`src/rtl/tseq_pkg.sv`:
```
package tseq_pkg;
  localparam int WORD_W = 16;
  localparam int REP_W  = 5;
  localparam int CH_W   = 2;
  localparam int NCH    = 1 << CH_W;

  typedef struct packed {
    logic [REP_W-1:0] rep;
    logic             slow_sel;
    logic             stop;
  } hdr_t;

  typedef struct packed {
    logic            dac;
    logic            tsel;
    logic            latch;
    logic            az;
    logic            comp;
    logic            exc;
    logic            lc;
    logic [CH_W-1:0] ch;
  } ctl_t;

  typedef struct packed {
    hdr_t hdr;
    ctl_t ctl;
  } word_t;
endpackage

```
`src/rtl/tseq_table.sv`:
```
module tseq_table
  import tseq_pkg::*;
#(
  parameter int DEPTH = 32,
  localparam int AW = $clog2(DEPTH)
) (
  input  logic              clk_i,
  input  logic              rst_ni,
  input  logic              lock_i,
  input  logic              we_i,
  input  logic [AW-1:0]     addr_i,
  input  logic [WORD_W-1:0] wdata_i,
  output logic [WORD_W-1:0] rdata_o,
  input  logic [AW-1:0]     cur_idx_i,
  output hdr_t              cur_hdr_o,
  input  logic [AW-1:0]     nxt_idx_i,
  output ctl_t              nxt_ctl_o
);
  word_t mem_q [DEPTH];

  always_ff @(posedge clk_i or negedge rst_ni) begin
    if (!rst_ni) begin
      for (int i = 0; i < DEPTH; i++) mem_q[i] <= '0;
    end else if (we_i && !lock_i) begin
      mem_q[addr_i] <= word_t'(wdata_i);
    end
  end

  assign rdata_o   = lock_i ? '0 : WORD_W'(mem_q[addr_i]);
  assign cur_hdr_o = mem_q[cur_idx_i].hdr;
  assign nxt_ctl_o = mem_q[nxt_idx_i].ctl;
endmodule

```
`src/rtl/tseq_ctrl.sv`:
```
module tseq_ctrl
  import tseq_pkg::*;
#(
  parameter int DEPTH = 32,
  localparam int AW = $clog2(DEPTH)
) (
  input  logic          clk_i,
  input  logic          rst_ni,
  input  logic          start_i,
  input  logic          fast_i,
  input  logic          slow_i,
  input  hdr_t          hdr_i,
  output logic [AW-1:0] idx_o,
  output logic [AW-1:0] idx_nxt_o,
  output logic          busy_o,
  output logic          done_o,
  output logic          err_o
);
  localparam logic [AW-1:0] LAST_IDX = AW'(DEPTH - 1);

  logic [AW-1:0]    idx_q, idx_d;
  logic [REP_W-1:0] cnt_q, lim;
  logic             busy_q, done_q, err_q;
  logic             tick, go, fin, at_end;

  // stop entries always run on one fast tick
  always_comb begin
    tick   = hdr_i.stop ? fast_i : (hdr_i.slow_sel ? slow_i : fast_i);
    lim    = hdr_i.stop ? '0 : hdr_i.rep;
    go     = !busy_q && start_i;
    fin    = busy_q && tick && (cnt_q == lim);
    at_end = (idx_q == LAST_IDX);
    idx_d  = idx_q;
    if (go)                          idx_d = AW'(1);
    else if (fin && (hdr_i.stop || at_end)) idx_d = '0;
    else if (fin)                    idx_d = idx_q + AW'(1);
  end

  always_ff @(posedge clk_i or negedge rst_ni) begin
    if (!rst_ni) begin
      idx_q  <= '0;
      cnt_q  <= '0;
      busy_q <= 1'b0;
      done_q <= 1'b0;
      err_q  <= 1'b0;
    end else begin
      idx_q  <= idx_d;
      done_q <= fin && hdr_i.stop;
      err_q  <= fin && !hdr_i.stop && at_end;
      if (go)                     busy_q <= 1'b1;
      else if (fin && (hdr_i.stop || at_end)) busy_q <= 1'b0;
      if (go || fin)              cnt_q <= '0;
      else if (busy_q && tick)    cnt_q <= cnt_q + REP_W'(1);
    end
  end

  assign idx_o     = idx_q;
  assign idx_nxt_o = idx_d;
  assign busy_o    = busy_q;
  assign done_o    = done_q;
  assign err_o     = err_q;
endmodule

```
`src/rtl/tseq_decode.sv`:
```
module tseq_decode
  import tseq_pkg::*;
(
  input  logic            clk_i,
  input  logic            rst_ni,
  input  ctl_t            ctl_i,
  output ctl_t            ctl_o,
  output logic [NCH-1:0]  ch_en_o,
  output logic [NCH-1:0]  undamp_o,
  output logic [1:0]      tset_o
);
  ctl_t           ctl_q;
  logic [NCH-1:0] en_d, en_q, ud_q;
  logic [1:0]     ts_q;

  for (genvar c = 0; c < NCH; c++) begin : g_ch
    assign en_d[c] = (ctl_i.ch == CH_W'(c));
  end

  always_ff @(posedge clk_i or negedge rst_ni) begin
    if (!rst_ni) begin
      ctl_q <= '0;
      en_q  <= NCH'(1);
      ud_q  <= '0;
      ts_q  <= 2'b01;
    end else begin
      ctl_q <= ctl_i;
      en_q  <= en_d;
      ud_q  <= en_d & {NCH{ctl_i.lc}};
      ts_q  <= {ctl_i.tsel, !ctl_i.tsel};
    end
  end

  assign ctl_o    = ctl_q;
  assign ch_en_o  = en_q;
  assign undamp_o = ud_q;
  assign tset_o   = ts_q;
endmodule

```
`src/rtl/tseq_top.sv`:
```
module tseq_top
  import tseq_pkg::*;
#(
  parameter int DEPTH = 32,
  localparam int AW = $clog2(DEPTH)
) (
  input  logic              clk_i,
  input  logic              rst_ni,
  input  logic              fast_tick_i,
  input  logic              slow_tick_i,
  input  logic              start_i,
  input  logic              bus_we_i,
  input  logic [AW-1:0]     bus_addr_i,
  input  logic [WORD_W-1:0] bus_wdata_i,
  output logic [WORD_W-1:0] bus_rdata_o,
  output logic              busy_o,
  output logic              done_o,
  output logic              err_o,
  output logic [AW-1:0]     idx_o,
  output logic              dac_o,
  output logic              comp_o,
  output logic              exc_o,
  output logic              lc_o,
  output logic              latch_o,
  output logic              az_o,
  output logic              tsel_o,
  output logic [CH_W-1:0]   ch_sel_o,
  output logic [NCH-1:0]    ch_en_o,
  output logic [NCH-1:0]    undamp_o,
  output logic [1:0]        tset_o
);
  logic [AW-1:0] idx, idx_nxt;
  logic          busy;
  hdr_t          cur_hdr;
  ctl_t          nxt_ctl, ctl;

  tseq_table #(.DEPTH(DEPTH)) u_table (
    .clk_i     (clk_i),
    .rst_ni    (rst_ni),
    .lock_i    (busy),
    .we_i      (bus_we_i),
    .addr_i    (bus_addr_i),
    .wdata_i   (bus_wdata_i),
    .rdata_o   (bus_rdata_o),
    .cur_idx_i (idx),
    .cur_hdr_o (cur_hdr),
    .nxt_idx_i (idx_nxt),
    .nxt_ctl_o (nxt_ctl)
  );

  tseq_ctrl #(.DEPTH(DEPTH)) u_ctrl (
    .clk_i     (clk_i),
    .rst_ni    (rst_ni),
    .start_i   (start_i),
    .fast_i    (fast_tick_i),
    .slow_i    (slow_tick_i),
    .hdr_i     (cur_hdr),
    .idx_o     (idx),
    .idx_nxt_o (idx_nxt),
    .busy_o    (busy),
    .done_o    (done_o),
    .err_o     (err_o)
  );

  tseq_decode u_dec (
    .clk_i    (clk_i),
    .rst_ni   (rst_ni),
    .ctl_i    (nxt_ctl),
    .ctl_o    (ctl),
    .ch_en_o  (ch_en_o),
    .undamp_o (undamp_o),
    .tset_o   (tset_o)
  );

  assign busy_o   = busy;
  assign idx_o    = idx;
  assign dac_o    = ctl.dac;
  assign comp_o   = ctl.comp;
  assign exc_o    = ctl.exc;
  assign lc_o     = ctl.lc;
  assign latch_o  = ctl.latch;
  assign az_o     = ctl.az;
  assign tsel_o   = ctl.tsel;
  assign ch_sel_o = ctl.ch;
endmodule

```
`config.mk`:
```
export PLATFORM = sky130hd
export DESIGN_NAME = tseq_top
export DESIGN_NICKNAME = d
export VERILOG_FILES = /design/src/rtl/tseq_pkg.sv /design/src/rtl/tseq_table.sv /design/src/rtl/tseq_ctrl.sv /design/src/rtl/tseq_decode.sv /design/src/rtl/tseq_top.sv
export SDC_FILE = /design/constraint.sdc
export NUM_CORES = 1
export LEC_CHECK = 0
export ABC_CLOCK_PERIOD_IN_PS = 6020
export BUFFER_PORTS_ARGS = -buffer_cell sky130_fd_sc_hd__buf_2
export CORE_ASPECT_RATIO = 1.75
export CORE_UTILIZATION = 59
export CTS_BUF_LIST = sky130_fd_sc_hd__clkbuf_8
export CTS_CLUSTER_SIZE = 12
export DETAILED_ROUTE_END_ITERATION = 8
export PLACE_DENSITY_LB_ADDON = 0.08
export SETUP_SLACK_MARGIN = 0.15
export SYNTH_ARGS = -nofsm -noshare
export SYNTH_HDL_FRONTEND = slang
export SYNTH_SLANG_ARGS = --single-unit
```
`constraint.sdc`:
```
create_clock -name clk_i -period 6.02 [get_ports clk_i]
set_clock_uncertainty 0.1 [all_clocks]
set_input_delay 0.602 -clock clk_i [delete_from_list [all_inputs] [get_ports clk_i]]
set_output_delay 0.602 -clock clk_i [all_outputs]
set_load 0.05 [all_outputs]
```
==> out/qor.log <==
[worst_setup_path] critical path class flip-flop to flip-flop
[timing] Setup Viol. Count Final 0
[pwr] maximum vdd drop 265 uV
[drt] Routed WL per cell 31.7 um
[clocking] buffers inserted by post-CTS timing repair 0
[timing] time the worst path needs with I/O delays and setup 5.69 ns
[cells_and_area] Layout fillers 3767
[grt] largest net degree at the start of global routing 184
[worst_setup_path] Req. time, crit path 6.45 ns
[worst_setup_path] delay of the slowest critical-path stage 0.84 ns
[worst_hold_path] Hold Path Cell Cnt 3
[clocking] TritonCTS Sinks 543
[timing] Fmax 176 MHz
[cells_and_area] post-layout net count 2214
[worst_setup_path] maximum fanout encountered on the critical timing path 34
[synth] most used flip-flop cell after synthesis sky130_fd_sc_hd__dfrtp_1
[drt] post-route ant nets 0
[synth] count of state elements after synthesis 543
[placement] Inst Count DP 2759
[timing] worst slew margin relative to its limit 16.7%
[synth] Synth top cells by count sky130_fd_sc_hd__dfrtp_1 (541), sky130_fd_sc_hd__mux2_2 (525), sky130_fd_sc_hd__mux2i_1 (288), sky130_fd_sc_hd__mux4_2 (138), sky130_fd_sc_hd__clkbuf_1 (128)
[synth] largest family of logic cells by synthesized area multiplexers
[worst_setup_path] FF-to-FF End u_dec.undamp_o[0]
[worst_setup_path] setup slack on the worst flop-to-flop path 0.33 ns
[synth] synth warn 0
[placement] number of input and output port buffers inserted 69
[synth] unique cell type count in the Yosys netlist 92
[drt] initial DRC count 1841
[worst_setup_path] Crit path buffers/inverters 3
[die] placeable core area 0.0496 sq mm
[drt] count of vias placed by the detailed router 20.4k
[worst_hold_path] worst hold path class input port to flip-flop
[pwr] power per unit of standard cell area 375 mW/mm^2
[synth] mean instance size in the synthesized netlist 13.8 sq um
[clocking] CTS root buf sky130_fd_sc_hd__clkbuf_8
[timing] final-report hold violation count 0
[clocking] clock tree from TritonCTS built
[synth] synthesized net count 2187
[synth] most used standard cell by instance count after synthesis sky130_fd_sc_hd__dfrtp_1
[synth] synthesized-area fraction occupied by xor and xnor cells 0.207%
[pwr] Final Total Pwr 0.0121 W
[timing] period utilization 94.6%
[die] x dimension of the die 172 um
[worst_setup_path] cells along the critical path buf_12 -> mux4_1 -> mux4_2 -> mux2_2 -> nor2_1 -> o21ai_1 -> o211a_1 -> o311a_4 -> nor2_8 -> inv_2 -> buf_4 -> nor3_1 -> nor4_1 -> nor4_4 -> nor3b_1
[grt] number of antenna violations at the first check in global routing 3
[worst_setup_path] Crit path arrival time 6.12 ns
[die] Die Footprint 0.0512 sq mm
[drt] average vias per placed instance 7.00
[grt] total grt overflow 0
[placement] HPWL after detailed placement 56100 um
[worst_setup_path] number of cells on the worst reg-to-reg path 15
[placement] pre-CTS setup slack 0.457 ns
[synth] simple-gate portion of the synthesized area 3.82%
[die] number of placement rows 108
[worst_hold_path] endpoint of the worst hold path u_ctrl.busy_o
[synth] cell count after synthesis 2157
[grt] global-route wire length before repair 137000 um
[timing] tightest hold margin 0.125 ns
[die] die boundary height 299 um
[worst_setup_path] crit path capture type flip-flop
[grt] vias in the first global route 21.1k
[status] result of the run complete, no violations
[pwr] leakage power of the design 15.8 nW
[placement] last weighted congestion value of the routability-driven placer 0.924
[drt] count of TritonRoute iterations in the first routing pass 5
[worst_hold_path] startpoint of the worst hold path start_i
[die] starting density of the core 59.8%
[cells_and_area] number of standard cells in the layout, taps in and fillers out 2909
[worst_setup_path] startpoint of the worst-slack reg-to-reg timing path u_ctrl.idx_o[0]
[worst_setup_path] slowest library cell on the worst path sky130_fd_sc_hd__dfrtp_4
[synth] sequential cell area fraction in the yosys report 45.8%
[clocking] number of H-tree levels 3
[timing] RSZ-0062 raised after global routing false
[cells_and_area] area growth from synthesis to layout 9.09%
[die] number of primary I/O pins 70
[grt] aggregate global-route resource usage 37.1%
[timing] Tightest Pin Transition 1.25 ns
[timing] Setup WS post-layout 0.326 ns
[cells_and_area] share of cells above drive strength 1 44.0%
[timing] Final TNS setup 0 ns
[timing] number of slew-limit violations in the final report 0
[worst_setup_path] Worst setup SP type flip-flop
[synth] mux share of post-synthesis cell area 40.3%
[synth] Post-Syn Area 0.0297 sq mm
[worst_setup_path] kind of cell adding the most delay to the critical path simple AND/OR/NAND/NOR gates
[synth] area share of the largest cell type after synthesis 45.6%
[synth] cells taking the most area after synthesis sky130_fd_sc_hd__dfrtp_1 (46%), sky130_fd_sc_hd__mux2_2 (20%), sky130_fd_sc_hd__mux4_2 (10%)
[synth] Post-Synth Adder-Cell Area 0.126%
[synth] Async S/R FF share, synth 100%
[synth] cell type contributing the most total cell area after synthesis sky130_fd_sc_hd__dfrtp_1
[clocking] number of buffers on the longest clock path 3
[clocking] clock latency on the worst-skew pair 0.66 ns
[clocking] clock-pin slew of the registers on the worst-case setup and hold paths 0.06 ns
[flow_run] count of maximum capacitance violations 0
[synth] complex-gate fraction of the synthesized area 6.23%
[clocking] CTS Buf Count 82
[drt] sum of routed wire length over all layers 92300 um
[synth] count of flip-flops with a built-in enable after synthesis 0
[drt] residual DRC count 0
[power by group]
| group | total (W) | leakage (nW) | switching (W) | internal, W |
|---|---|---|---|---|
| clock network | 0.00315 | 0.975 | 0.00150 | 0.00165 |
| registers | 0.00457 | 7.51 | 0.000448 | 0.00413 |
| logic | 0.00441 | 7.28 | 0.00256 | 0.00184 |
| total | 0.0121 | 15.8 | 0.00451 | 0.00762 |
[final cells by class]
type | count | area [sq um] | area share [%]
clock inverters | 40 | 213 | 0.657
flip-flops and latches | 543 | 13600 | 42.0
repair buffers | 138 | 1030 | 3.18
diodes | 1 | 2.50 | 0.00773
inverters | 13 | 53.8 | 0.166
clock buffers | 108 | 1490 | 4.59
multi-input cells | 1406 | 15200 | 46.9
well taps | 660 | 826 | 2.55
[worst register-to-register path, delay by kind of cell (launching register included)]
kind	cells	cell delay (ns)
compound gates	3	0.89
buf+inv	3	0.96
flops	1	0.84
mux	3	1.40
simple gates	6	1.40
[state kept, by name (all words and copies together) (netlist names)]
| register | cells |
|---|---|
| u_ctrl.done_o | 1 |
| u_dec.ctl_o | 9 |
| u_ctrl.cnt_q | 5 |
| u_ctrl.busy_o | 1 |
| u_table.mem_q | 512 |
| u_dec.tset_o | 1 |
| u_ctrl.idx_o | 5 |
| u_ctrl.err_o | 1 |
| u_dec.undamp_o | 4 |
| u_dec.ch_en_o | 4 |
[worst max path at each step]
stage,start,to,slack (ns),depth (start not counted)
2_1_floorplan,u_ctrl.idx_o[0],u_dec.ctl_o[3],1.43,24
3_3_place_gp,u_ctrl.idx_o[0],u_dec.undamp_o[0],0.48,15
3_5_place_dp,u_ctrl.idx_o[0],u_dec.undamp_o[0],0.46,15
4_1_cts,u_ctrl.idx_o[0],u_dec.undamp_o[0],0.41,15
5_1_grt,u_ctrl.idx_o[0],u_dec.ctl_o[6],0.19,18
6_report,u_ctrl.idx_o[0],u_dec.undamp_o[0],0.33,15
[metrics by stage]
step,cell area [sq um],utilization [%]
3_3_place_gp,30700,61.8
5_1_grt,32400,65.3
6_report,32400,65.3
3_5_place_dp,30700,61.8
4_1_cts,32400,65.3
2_1_floorplan,29700,-
[per-layer routing]
| metal | track usage, % | routed length (um) | vias up | part of all wire (%) |
|---|---|---|---|---|
| met4 | 22.3 | 6050 | 4 | 6.6 |
| met3 | 6.52 | 6110 | 315 | 6.6 |
| li1 | - | - | 8336 | - |
| met5 | 0 | 30 | - | 0.033 |
| met2 | 59.8 | 45200 | 881 | 49 |
| met1 | 46.6 | 34900 | 10822 | 38 |
[cells in the final DEF, fill, tap and decap left out, types with 4 or more instances in the layout]
cell / instances
sky130_fd_sc_hd__nor3_2: 4
sky130_fd_sc_hd__nand4_1: 11
sky130_fd_sc_hd__and2_1: 4
sky130_fd_sc_hd__inv_1: 34
sky130_fd_sc_hd__buf_12: 11
sky130_fd_sc_hd__a31oi_1: 16
sky130_fd_sc_hd__nand2b_1: 4
sky130_fd_sc_hd__dfrtp_1: 540
sky130_fd_sc_hd__nor2b_1: 5
sky130_fd_sc_hd__inv_6: 4
sky130_fd_sc_hd__clkbuf_8: 108
sky130_fd_sc_hd__clkinv_2: 7
sky130_fd_sc_hd__nor2_1: 24
sky130_fd_sc_hd__a21boi_0: 4
sky130_fd_sc_hd__nand3_1: 30
sky130_fd_sc_hd__nand2_2: 14
sky130_fd_sc_hd__nor3_1: 11
sky130_fd_sc_hd__nor2_2: 6
sky130_fd_sc_hd__a221oi_1: 22
sky130_fd_sc_hd__buf_4: 57
sky130_fd_sc_hd__a211oi_1: 11
sky130_fd_sc_hd__mux2_2: 525
sky130_fd_sc_hd__o21ai_0: 12
sky130_fd_sc_hd__buf_2: 66
sky130_fd_sc_hd__mux2i_1: 288
sky130_fd_sc_hd__a311o_1: 4
sky130_fd_sc_hd__a22oi_1: 77
sky130_fd_sc_hd__a21oi_1: 20
sky130_fd_sc_hd__xor2_1: 4
sky130_fd_sc_hd__o211ai_1: 4
sky130_fd_sc_hd__nand2_1: 58
sky130_fd_sc_hd__mux4_2: 138
sky130_fd_sc_hd__a22o_1: 15
[cell families (layout without fill, tap and decap cells)]
group           count (synthesis)  after routing
compound gates                233            233
xor+xnor                        7              7
fa+ha+maj                       3              3
buf+inv                       208            299
flops                         543            543
mux                           954            954
other cells                     0              1
simple gates                  209            209
[timing repair]
action | in CTS | in global routing
endpoints found under the hold margin | 66 | 0
setup endpoints to repair | 0 | 0
hold buffers | 1 | 0
gates resized for setup | 0 | 0
Note: power is estimated with default switching activity, not from simulation.
